## config.mk

```make
export PLATFORM = sky130hd
export DESIGN_NAME = tmr_channel
export DESIGN_NICKNAME = d
export VERILOG_FILES = /design/src/rtl/tmr_pkg.sv /design/src/rtl/tmr_base_reg.sv /design/src/rtl/tmr_down_count.sv /design/src/rtl/tmr_channel.sv
export SDC_FILE = /design/constraint.sdc
export NUM_CORES = 1
export LEC_CHECK = 0
export CELL_PAD_IN_SITES_DETAIL_PLACEMENT = 2
export CELL_PAD_IN_SITES_GLOBAL_PLACEMENT = 2
export CORE_MARGIN = 3
export CORE_UTILIZATION = 27
export CTS_CLUSTER_SIZE = 16
export DETAILED_ROUTE_END_ITERATION = 16
export GPL_ROUTABILITY_DRIVEN = 0
export MAX_ROUTING_LAYER = met4
export PLACE_DENSITY = 0.89
export SLEW_MARGIN = 10
export SYNTH_ARGS = -nofsm -noshare
export SYNTH_HDL_FRONTEND = slang
export SYNTH_SLANG_ARGS = --single-unit
```

## constraint.sdc

```tcl
create_clock -name clk -period 3.05 [get_ports clk]
set_input_delay 0.915 -clock clk [delete_from_list [all_inputs] [get_ports clk]]
set_output_delay 0.915 -clock clk [all_outputs]
set_load 0.01 [all_outputs]
```

## src/rtl/tmr_pkg.sv

```systemverilog
package tmr_pkg;

    localparam int DEF_CNT_W  = 31;
    localparam int DEF_ADDR_W = 4;

    typedef enum logic [1:0] {
        SEL_CUR,
        SEL_BASE,
        SEL_NONE
    } reg_sel_e;

    typedef enum logic [1:0] {
        STEP_HOLD,
        STEP_LOAD,
        STEP_DEC,
        STEP_EXPIRE
    } step_e;

    // Choose what one clock edge does to the count.
    function automatic step_e pick_step(
        input logic tick,
        input logic frozen,
        input logic armed,
        input logic at_floor
    );
        if (!tick || frozen) return STEP_HOLD;
        if (armed)           return STEP_LOAD;
        if (at_floor)        return STEP_EXPIRE;
        return STEP_DEC;
    endfunction

endpackage

```

## src/rtl/tmr_base_reg.sv

```systemverilog
module tmr_base_reg
    import tmr_pkg::*;
#(
    parameter int CNT_W = DEF_CNT_W
) (
    input  logic             clk,
    input  logic             rst,
    input  logic             wr_base,
    input  logic [CNT_W:0]   wr_data,
    input  logic             tog_now,
    input  logic             load_taken,
    output logic [CNT_W:0]   base_q,
    output logic             armed,
    output logic             tog_clr
);
    localparam logic [CNT_W:0] BASE_RST = {1'b1, {CNT_W{1'b0}}};

    logic release_wr;

    always_comb begin
        release_wr = wr_base && base_q[CNT_W] && !wr_data[CNT_W];
        tog_clr    = release_wr && tog_now;
    end

    always_ff @(posedge clk) begin
        if (rst) begin
            base_q <= BASE_RST;
            armed  <= 1'b0;
        end else begin
            if (wr_base) begin
                base_q <= wr_data;
            end
            if (release_wr) begin
                armed <= 1'b1;
            end else if (load_taken) begin
                armed <= 1'b0;
            end
        end
    end

endmodule

```

## src/rtl/tmr_down_count.sv

```systemverilog
module tmr_down_count
    import tmr_pkg::*;
#(
    parameter int CNT_W = DEF_CNT_W
) (
    input  logic             clk,
    input  logic             rst,
    input  logic             tick,
    input  logic             frozen,
    input  logic             armed,
    input  logic [CNT_W-1:0] reload,
    input  logic             tog_clr,
    output logic [CNT_W-1:0] count,
    output logic             tog,
    output logic             irq,
    output logic             load_taken
);
    localparam logic [CNT_W-1:0] FLOOR = CNT_W'(1);

    step_e step;

    always_comb begin
        step       = pick_step(tick, frozen, armed, count <= FLOOR);
        load_taken = (step == STEP_LOAD);
    end

    always_ff @(posedge clk) begin
        if (rst) begin
            count <= '0;
            tog   <= 1'b0;
            irq   <= 1'b0;
        end else begin
            irq <= (step == STEP_EXPIRE);
            unique case (step)
                STEP_LOAD:   count <= reload;
                STEP_DEC:    count <= count - FLOOR;
                STEP_EXPIRE: count <= reload;
                default:     count <= count;
            endcase
            if (step == STEP_EXPIRE) begin
                tog <= ~tog;
            end else if (tog_clr) begin
                tog <= 1'b0;
            end
        end
    end

endmodule

```

## src/rtl/tmr_channel.sv

```systemverilog
module tmr_channel
    import tmr_pkg::*;
#(
    parameter int CNT_W  = DEF_CNT_W,
    parameter int ADDR_W = DEF_ADDR_W
) (
    input  logic              clk,
    input  logic              rst,
    input  logic              tick,
    input  logic              wr_en,
    input  logic [ADDR_W-1:0] addr,
    input  logic [CNT_W:0]    wr_data,
    output logic [CNT_W:0]    rd_data,
    output logic              irq
);
    localparam int DATA_W = CNT_W + 1;

    reg_sel_e          sel;
    logic              wr_base;
    logic [CNT_W:0]    base_word;
    logic [CNT_W:0]    cur_word;
    logic [CNT_W-1:0]  count;
    logic              tog;
    logic              armed;
    logic              tog_clr;
    logic              load_taken;

    always_comb begin
        if (addr == ADDR_W'(0))      sel = SEL_CUR;
        else if (addr == ADDR_W'(1)) sel = SEL_BASE;
        else                         sel = SEL_NONE;
        wr_base  = wr_en && (sel == SEL_BASE);
        cur_word = {tog, count};
    end

    tmr_base_reg #(.CNT_W(CNT_W)) u_base (
        .clk        (clk),
        .rst        (rst),
        .wr_base    (wr_base),
        .wr_data    (wr_data),
        .tog_now    (tog),
        .load_taken (load_taken),
        .base_q     (base_word),
        .armed      (armed),
        .tog_clr    (tog_clr)
    );

    tmr_down_count #(.CNT_W(CNT_W)) u_count (
        .clk        (clk),
        .rst        (rst),
        .tick       (tick),
        .frozen     (base_word[CNT_W]),
        .armed      (armed),
        .reload     (base_word[CNT_W-1:0]),
        .tog_clr    (tog_clr),
        .count      (count),
        .tog        (tog),
        .irq        (irq),
        .load_taken (load_taken)
    );

    always_comb begin
        unique case (sel)
            SEL_CUR:  rd_data = cur_word;
            SEL_BASE: rd_data = base_word;
            default:  rd_data = {DATA_W{1'b0}};
        endcase
    end

endmodule

```

==> run metrics, run 1 <==
area delta synth->final 39.0%; Routed WL per cell 23.9 um; Power Dens Cells ~500 nW/um^2; area occupied by multi-input gates 2090 sq um; Post-synth EDFFs 0; fin. max-slew vios 0; DP Wirelength 10.6 mm; clock sinks 66; post-synth net total between 400 and 500; fin crit share 0.978; Final setup viols 0; Max-Cap Viols 0; status complete, no violations; Max clock buf depth 2; Hold Path Stages 2; Slowest Stage Delay on Critical Path 0.25 ns; hold_sp u_base.base_q[14]$_SDFFE_PP0P_; First-pass DRT Iterations 4; P_int approximately 0.0018 W; DRT Wirelength 17.2 mm; r2r setup slk 0.14 ns; Num CTS Buffers 9; Residual DRC 0; Die Y 122 um; layout cells sized above 1 0.203; Design Area, Final 5030 sq um; Pleak 1.93 nW; vias in the first global route 4,666; Synth Register Bits 66; area post-placement around 4700 sq um; Worst R2R End u_count.count[26]$_SDFFE_PP0P_; vias per cell 5.82; worst hold path type flip-flop to flip-flop; htree depth 3; GRT Total Usage 0.248; Setup TNS Final 0 ns; mean post-synth cell area between 7 and 8 sq um; antenna violations before repair 0; Critical Path RT 2.13 ns; Fill cells 1,421; Netlist cell types between 50 and 60; final setup margin 0.0674 ns; Cells after Synth 457; row count 41; input/output buffers between 70 and 80; Worst-Skew Late Latency 0.35 ns; CTS root buf clkbuf_16; CP max FO 8; clock-pin slew of the registers on the worst-case setup and hold paths 0.06 ns; Core Area 12,900 sq um; Clock power frac 0.494; total gr overflow 0; Post-synth top flop dfxtp_1; Die Span X 122 um; Slew Limit Headroom 0.543; Tightest Pin Transition 0.681 ns; Net Sw Frac 0.268; total power 0.00250 W; crit-path cells clkdlybuf4s15_1 > nor4b_4 > buf_4 > buf_4 > buf_12 > a22o_1 > buf_2; pre-CTS setup slack -0.608 ns; Antenna diodes 0; CP Launch Type input port; nature of the critical path endpoint primary output; Yosys warnings 0; IO Pins 73; sequential area share after synthesis 0.365; R2R depth 9; most used cell, CP buf_4; Arr. time, crit path 2.07 ns; DIE AREA approximately 15,000 sq um; first-pass GRT wire length 27.3 mm; largest net degree at the start of global routing 47; critical path class input port to primary output; CP max stage cell a22o_1; Post-synth ARST share 0; Comb pwr share 0.154; Min Clock Period, post-route 2.98 ns; hold_buf cts 0; FF/Latch Area 1320 sq um; R2R Path Start u_count.count[4]$_SDFFE_PP0P_; Hold Vio Cnt, Final 0; hold worst-path end u_base.base_q[14]$_SDFFE_PP0P_; CTS tree done; clock skew 0.00979 ns; mapped cell area 3620 sq um; share of power burned in registers 0.353; DRT antenna net count 0; Psw 0.000670 W; Initial Utilization 0.281; Fin Hold WS 0.484 ns; final layout net count 585; DR vias approximately 4,200; DRT iter0 DRCs approximately 280; Max IR drop VDD 0.263 mV; fmax 335 MHz
-- cell usage in the layout (no fill, tap or decap), types with 4 or more instances in the layout --
cell type and count:
clkbuf_16 9, inv_1 18, buf_2 33, o211ai_1 4, buf_12 5, a21oi_1 47, or3_1 4, clkdlybuf4s50_1 35
o21ai_0 22, dfxtp_1 66, buf_4 29, mux2_2 4, o32ai_1 10, a211oi_1 5, a32o_1 9, mux2i_1 9
nor4_2 5, nand4_1 6, nor4_1 5, nand2b_1 4, nand3_1 6, a22o_1 33, nor2_1 19, nand2_1 78
nor3_1 20
-- per-layer routing --
metal  vias to the layer above  GRT usage  routed length, um  share of wire
met5                         -          -                  0              0
met3                        44     0.0478                825          0.048
met2                       145      0.415               8890           0.52
li1                       1864          -                  -              -
met1                      2137      0.283               6910           0.40
met4                         0      0.125                614          0.036
-- power by group through the flow --
stage | clock, W | sequential (W) | combinational [W]
after floorplan | 0 | 0.000896 | 0.000204
after global placement | 0 | 0.000900 | 0.000331
after global routing | 0.00129 | 0.000883 | 0.000408
after detailed placement | 0 | 0.000901 | 0.000348
after CTS | 0.00124 | 0.000882 | 0.000368
final | 0.00124 | 0.000882 | 0.000385
-- Yosys cell counts, types with 9 or more instances --
| cell | instances | area, sq um |
|---|---|---|
| nor2_1 | 19 | 71.3 |
| a32o_1 | 9 | 90.1 |
| nand2_1 | 78 | 293 |
| nor3_1 | 20 | 100 |
| o32ai_1 | 10 | 87.6 |
| inv_1 | 18 | 67.6 |
| a21oi_1 | 47 | 235 |
| o21ai_0 | 22 | 110 |
| mux2i_1 | 9 | 90.1 |
| a22o_1 | 33 | 289 |
| dfxtp_1 | 66 | 1320 |
| clkbuf_1 | 30 | 113 |
-- per-stage QoR --
stage               cells  utilization
global route          720        0.390
detailed placement    695        0.364
finish                720        0.390
floorplan             457            -
global placement      695        0.364
CTS                   720        0.390
-- flip-flops by register name, summed over array words and instances, names as in the netlist --
name,count
u_count.irq,1
u_base.base_q,32
u_base.armed,1
u_count.tog,1
u_count.count,31
-- cell families (layout without fill, tap and decap cells) --
kind of cell / Yosys count / in the layout / synth area share
simple gates: 170 / 170 / 0.236
compound gates: 149 / 149 / 0.287
flops: 66 / 66 / 0.365
buf+inv: 56 / 147 / 0.0637
mux: 14 / 14 / 0.0415
fa+ha+maj: 2 / 2 / 0.00692
-- worst max-delay path by stage --
stage | from | end | slack [ns] | cells past startpoint
after detailed placement | addr[1] | rd_data[27] | -0.61 | 6
after global placement | addr[1] | rd_data[3] | -0.60 | 6
after global routing | addr[0] | rd_data[23] | -0.007 | 7
final | addr[0] | rd_data[8] | 0.07 | 7
after CTS | addr[1] | rd_data[27] | 0.01 | 7
after floorplan | addr[1] | rd_data[0] | 0.001 | 3
-- what timing repair did --
item / 4_1_cts / 5_1_grt
pin swaps: 5 / 3
resized for setup: 143 / 7
cloned: 3 / 0
setup buffers: 6 / 0
endpoints found under the setup margin: 32 / 32
-- area by class of cell --
type,instances,area share
Clock buffer,9,0.0448
Clock inverter,7,0.0234
Inverter,19,0.0142
Multi-Input combinational cell,335,0.416
Sequential cell,66,0.263
Tap cell,172,0.0428
Timing Repair Buffer,112,0.196
-- worst max-delay path, delay by kind of cell --
kind,cells,cell delay (ns)
buf+inv,5,0.76
simple gates,1,0.14
compound gates,1,0.25
(Power assumes the default switching activity.)
==> run 2: changes to the inputs <==
--- a/config.mk
+++ b/config.mk
@@ -12,6 +12,7 @@
 export CTS_CLUSTER_SIZE = 16
 export DETAILED_ROUTE_END_ITERATION = 16
 export GPL_ROUTABILITY_DRIVEN = 0
+export GPL_TIMING_DRIVEN = 0
 export MAX_ROUTING_LAYER = met4
 export PLACE_DENSITY = 0.89
 export SLEW_MARGIN = 10
==> run metrics, run 2 (synthesis gave the netlist of run 1 again) <==
P_int between 0.0015 and 0.002 W; R2R depth 9; most frequent cells in the layout nand2_1, dfxtp_1, a21oi_1; Min Clock Period, post-route 3.06 ns; vias in the first global route 4,783; Comb pwr share 0.183; final std cells w/o fill 740; CP Launch Type flip-flop; clock sinks 66; Psw 0.000697 W; Max clock buf depth 2; input/output buffers 72; Slew Limit Headroom 0.283; status finished, violations left; First-pass DRT Iterations 5; Final setup viols 2; Worst-Skew Late Latency ~0.35 ns; layout cells sized above 1 0.199; final layout net count 605; row count 41; fmax approximately 330 MHz; Hold Vio Cnt, Final 0; Power Dens Cells 476 nW/um^2; IO Pins 73; fin crit share 1.00; final setup margin -0.0121 ns; DR vias between 4,000 and 5,000; largest net degree at the start of global routing 11; nature of the critical path endpoint flip-flop; Tightest Pin Transition 1.07 ns; Pleak 1.98 nW; Max IR drop VDD 0.225 mV; Die Span X between 100 and 150 um; total gr overflow 0; area delta synth->final 43.3%; Setup TNS Final -0.0239 ns; Num CTS Buffers 9; hold_sp u_base.base_q[12]$_SDFFE_PP0P_; Critical Path RT between 3 and 4 ns; DRT iter0 DRCs 420; CTS root buf clkbuf_16; critical path class flip-flop to flip-flop; last element of the critical path u_count.count[9]$_SDFFE_PP0P_; Core Area 12,900 sq um; pre-CTS setup slack -1.67 ns; clock-pin slew of the registers on the worst-case setup and hold paths 0.05 ns; Arr. time, crit path about 3.3 ns; vias per cell 6.22; DIE AREA 14,800 sq um; CTS tree done; CP max FO 10; htree depth 3; Worst Setup SP u_count.count[9]$_SDFFE_PP0P_; antenna violations before repair 1; first-pass GRT wire length about 29 mm; worst hold path type flip-flop to flip-flop; Largest regs u_base.base_q: 32 flops, u_count.count: 31 flops; Max-Cap Viols 0; family with the most delay on the worst path simple AND/OR/NAND/NOR gates; DP Wirelength 11.5 mm; Slowest Stage Delay on Critical Path 0.63 ns; utilization after layout 0.402; max reg flops 32; crit-path cells clkbuf_1 > or4_4 > nor4_4 > a41oi_2 > buf_4 > nand2_2 > buf_2 > nor3_1 > a211oi_1; Residual DRC 0; largest reg by FF count u_base.base_q; most common cell after layout, fill and taps aside nand2_1; Initial Utilization 0.281; share of power burned in registers 0.358; RSZ-0062 raised after global routing yes; Die Y 122 um; hold_buf cts 0; Routed WL per cell 28.2 um; fin. max-slew vios 0; placed instance count 701; DRT Wirelength about 21 mm; worst path bufs/invs 3; DRT antenna net count 0; r2r setup slk -0.01 ns; Crit path depth 9; Clock power frac 0.458; GRT Total Usage 0.270; clock skew 0.0157 ns; R2R Path Start u_count.count[9]$_SDFFE_PP0P_; Net Sw Frac 0.283; CP max stage cell or4_4; failing checks negative setup slack; Worst R2R End u_count.count[9]$_SDFFE_PP0P_
-- run 2: cell count changes in the layout (fill, tap and decap cells not counted), sizes merged --
cell,before,now
clkdlybuf4s50,35,36
clkinvlp,3,0
clkbuf,11,44
clkdlybuf4s15,1,3
diode,0,1
buf,74,61
bufinv,3,2
-- run 2: worst min-delay path: stages, from the launching register on --
cell	delay, ns
dfxtp_1	0.32
nand2_1	0.06
a21oi_1	0.05
-- run 2: worst min path at each step --
| stage | endpoint | slack, ns | cells past startpoint |
|---|---|---|---|
| 2_1_floorplan | u_base.base_q[13]$_SDFFE_PP0P_ | 0.45 | 2 |
| 3_3_place_gp | u_base.base_q[12]$_SDFFE_PP0P_ | 0.46 | 2 |
| 3_5_place_dp | u_base.base_q[27]$_SDFFE_PP0P_ | 0.47 | 2 |
| 4_1_cts | u_base.base_q[27]$_SDFFE_PP0P_ | 0.48 | 2 |
| 5_1_grt | u_base.base_q[2]$_SDFFE_PP0P_ | 0.51 | 2 |
| 6_report | u_base.base_q[12]$_SDFFE_PP0P_ | 0.48 | 2 |
-- run 2: metrics by stage --
step                      power, W  cell area [sq um]  hold WS (ns)
final                      0.00246               5180         0.485
after global routing       0.00253               5180         0.505
after CTS                  0.00238               5030         0.475
after detailed placement   0.00125               4550         0.474
after global placement     0.00124               4550         0.461
after floorplan            0.00110               3620         0.446
-- run 2: per-layer routing --
layer  GRT usage  vias to the layer above  share of wire
met5           -                        -              0
met4       0.167                        0          0.049
met3      0.0682                       92          0.087
met2       0.429                      302           0.48
met1       0.304                     2304           0.38
li1            -                     1908              -
-- run 2: layout make-up --
class / instances / area (sq um)
Buffer: 36 / 288
Timing Repair Buffer: 96 / 815
Tap cell: 172 / 215
Inverter: 19 / 71.3
Multi-Input combinational cell: 335 / 2170
Clock buffer: 12 / 236
Sequential cell: 66 / 1320
Antenna cell: 1 / 2.50
Clock inverter: 3 / 65.1
Fill cell: 1409 / 7700
-- run 2: power groups by stage --
| stage | Clock (W) | Sequential (W) | Combinational (W) |
|---|---|---|---|
| after global routing | 0.00118 | 0.000883 | 0.000466 |
| final | 0.00113 | 0.000883 | 0.000451 |
| after detailed placement | 0 | 0.000900 | 0.000350 |
| after CTS | 0.00111 | 0.000881 | 0.000385 |
| after global placement | 0 | 0.000899 | 0.000336 |
| after floorplan | 0 | 0.000896 | 0.000204 |
-- run 2: what timing repair did --
item                       in CTS  in global routing
setup endpoints to repair      87                 39
gates resized for setup       173                 21
cloned                          4                  0
pin swaps                       5                  6
buffers inserted               11                 10
==> run 3: changes to the inputs <==
--- a/config.mk
+++ b/config.mk
@@ -8,14 +8,15 @@
 export CELL_PAD_IN_SITES_DETAIL_PLACEMENT = 2
 export CELL_PAD_IN_SITES_GLOBAL_PLACEMENT = 2
 export CORE_MARGIN = 3
-export CORE_UTILIZATION = 27
+export CORE_UTILIZATION = 28
 export CTS_CLUSTER_SIZE = 16
 export DETAILED_ROUTE_END_ITERATION = 16
 export GPL_ROUTABILITY_DRIVEN = 0
 export GPL_TIMING_DRIVEN = 0
 export MAX_ROUTING_LAYER = met4
-export PLACE_DENSITY = 0.89
-export SLEW_MARGIN = 10
+export PLACE_DENSITY = 0.88
+export SLEW_MARGIN = 20
 export SYNTH_ARGS = -nofsm -noshare
 export SYNTH_HDL_FRONTEND = slang
+export SYNTH_HIERARCHICAL = 1
 export SYNTH_SLANG_ARGS = --single-unit
==> run metrics, run 3 <==
status complete, no violations; share of power burned in registers 0.364; htree depth 3; input/output buffers 70; Synth area leaders dfxtp_1, mux2i_1, nor2_1, a21oi_1, nor3_1; Power Dens Cells 450 nW/um^2; CP max FO 6; Max-Cap Viols 0; worst hold path type flip-flop to flip-flop; Design Area, Final 5410 sq um; Cells after Synth just under 500; DP Wirelength 11.8 mm; Comb pwr share 0.218; most frequent cells in the layout nor2_1, mux2i_1, dfxtp_1; fmax 331 MHz; Post-synth top flop dfxtp_1; IO Pins 73; post-synth net total 523; antenna violations before repair 0; first-pass GRT wire length 27.0 mm; mean post-synth cell area 8.40 sq um; First-pass DRT Iterations 5; DIE AREA 15,900 sq um; fin. max-slew vios 0; vias per cell 5.58; Routed met3 length 794 um; CTS tree done; placed instance count ~730; CP Launch Type input port; Final setup viols 0; DRT iter0 DRCs 327; final layout net count roughly 610; DRT Wirelength 17.2 mm; Num CTS Buffers 9; mapped cell area 4040 sq um; Net Sw Frac 0.301; vias in the first global route between 4,000 and 5,000; nature of the critical path endpoint primary output; met1 WL 7.23 mm; layout cells sized above 1 0.186; WL met2 approximately 8.7 mm; Post-synth top cells nor2_1, mux2i_1, dfxtp_1; crit-path cells clkdlybuf4s15_1 > or3_4 > buf_12 > buf_12 > nor2_4 > buf_6; Netlist cell types 59; area post-placement 4970 sq um; Min Clock Period, post-route approximately 3.0 ns; CTS root buf clkbuf_16; Yosys warnings 6; Max clock buf depth 2; Psw around 0.00073 W; P_int 0.00170 W; GRT Total Usage 0.222; Slowest Stage Delay on Critical Path between 0.4 and 0.5 ns; Pleak 2.02 nW; clock-pin slew of the registers on the worst-case setup and hold paths 0.05 ns; Initial Utilization 0.289; Max IR drop VDD roughly 0.26 mV; Hold Vio Cnt, Final 0; Die Y roughly 130 um; Synth Register Bits 66; CP max stage cell or3_4; Routed WL per cell 22.9 um; fin crit share 0.989; DR vias about 4,200; Antenna diodes 0; top-count cell post-synth nor2_1; top routing layer in use met4; RSZ-0062 raised after global routing no; Post-synth EDFFs 0; Post-synth ARST share 0; largest reg by FF count u_base/base_q; Clock power frac 0.418; proportion of netlist area held by the largest area contributor 0.327; Core Area 14,000 sq um; worst path bufs/invs 4; family with the most delay on the worst path buffers and inverters; Worst-Skew Late Latency 0.34 ns; clock skew around 0.008 ns; Largest regs u_base/base_q: 32 flops, u_count/count: 31 flops; row count 43; Critical Path RT 2.13 ns; critical path class input port to primary output; most common cell after layout, fill and taps aside nor2_1; Tightest Pin Transition approximately 0.78 ns; Residual DRC 0; sequential area share after synthesis 0.327; largest net degree at the start of global routing 11; max reg flops 32; DRT antenna net count 0; total gr overflow 0; final std cells w/o fill 751; clock sinks 66; most used cell, CP buf_12; Synth area leader dfxtp_1; Slew Limit Headroom 0.478; Die Span X 126 um; area delta synth->final 33.8%; Arr. time, crit path between 2 and 2.5 ns
[run 3: cell count changes after synthesis, sizes merged, moves of 8 or more]
cell | previous run | this run
nor2 | 19 | 90
a32o | 9 | 0
mux2i | 9 | 68
a21oi | 47 | 26
clkbuf | 30 | 13
a22o | 33 | 0
nand3 | 6 | 14
nand2 | 78 | 17
buf | 7 | 25
[run 3: per-stage QoR]
| stage | worst slack (ns) | utilization | power (W) | setup TNS, ns | hold slack [ns] |
|---|---|---|---|---|---|
| final | 0.0333 | 0.387 | 0.00244 | 0 | 0.517 |
| after global routing | 0.000436 | 0.387 | 0.00253 | 0 | 0.552 |
| after CTS | 0.00922 | 0.382 | 0.00244 | 0 | 0.506 |
| after detailed placement | -0.616 | 0.355 | 0.00140 | -17.30 | 0.494 |
| after global placement | -0.626 | 0.355 | 0.00138 | -16.63 | 0.482 |
| after floorplan | 0.413 | - | 0.00121 | 0 | 0.460 |
[run 3: metal layers]
metal,up-vias,GRT usage
li1,1926,-
met1,2091,0.264
met2,139,0.383
met3,36,0.0386
met4,0,0.0707
met5,-,-
[run 3: power by group through the flow]
| stage | Clock [W] | Sequential [W] | Combinational (W) |
|---|---|---|---|
| global route | 0.00107 | 0.000889 | 0.000567 |
| global placement | 0 | 0.000904 | 0.000475 |
| CTS | 0.00104 | 0.000887 | 0.000521 |
| detailed placement | 0 | 0.000905 | 0.000498 |
| floorplan | 0 | 0.000900 | 0.000309 |
| finish | 0.00102 | 0.000887 | 0.000531 |
[run 3: worst paths after layout]
check | startpoint | endpoint | slack, ns | depth (start not counted)
worst max-delay path | addr[3] | rd_data[2] | 0.03 | 6
worst min-delay path | u_count/tog$_SDFFE_PP0P_ | u_count/tog$_SDFFE_PP0P_ | 0.52 | 1
worst max register to register | u_count/count[11]$_SDFFE_PP0P_ | u_count/count[14]$_SDFFE_PP0P_ | 0.14 | 7
worst min register to register | u_count/tog$_SDFFE_PP0P_ | u_count/tog$_SDFFE_PP0P_ | 0.52 | 1
[run 3: final cells by class]
| class | count | area, sq um |
|---|---|---|
| fillers | 1551 | 8580 |
| repair buffers | 75 | 742 |
| flip-flops and latches | 66 | 1320 |
| inverters | 13 | 48.8 |
| clock buffers | 13 | 240 |
| plain buffers | 37 | 295 |
| clock inverters | 3 | 40.0 |
| multi-input cells | 364 | 2490 |
| well taps | 180 | 225 |
[run 3: cells by family (layout without fill, tap and decap cells)]
logic type / after synthesis / in the layout / synth area share
buf+inv: 51 / 141 / 0.0854
flops: 66 / 66 / 0.327
fa+ha+maj: 2 / 2 / 0.00619
compound gates: 89 / 89 / 0.158
simple gates: 203 / 203 / 0.250
mux: 70 / 70 / 0.174
[run 3: repair_timing]
item                                    4_1_cts  5_1_grt
endpoints found under the setup margin       32       27
cloned                                        3        0
pin swaps                                     5        1
buffers inserted                              2        0
gates resized for setup                     162       18
hold buffers                                  0        0
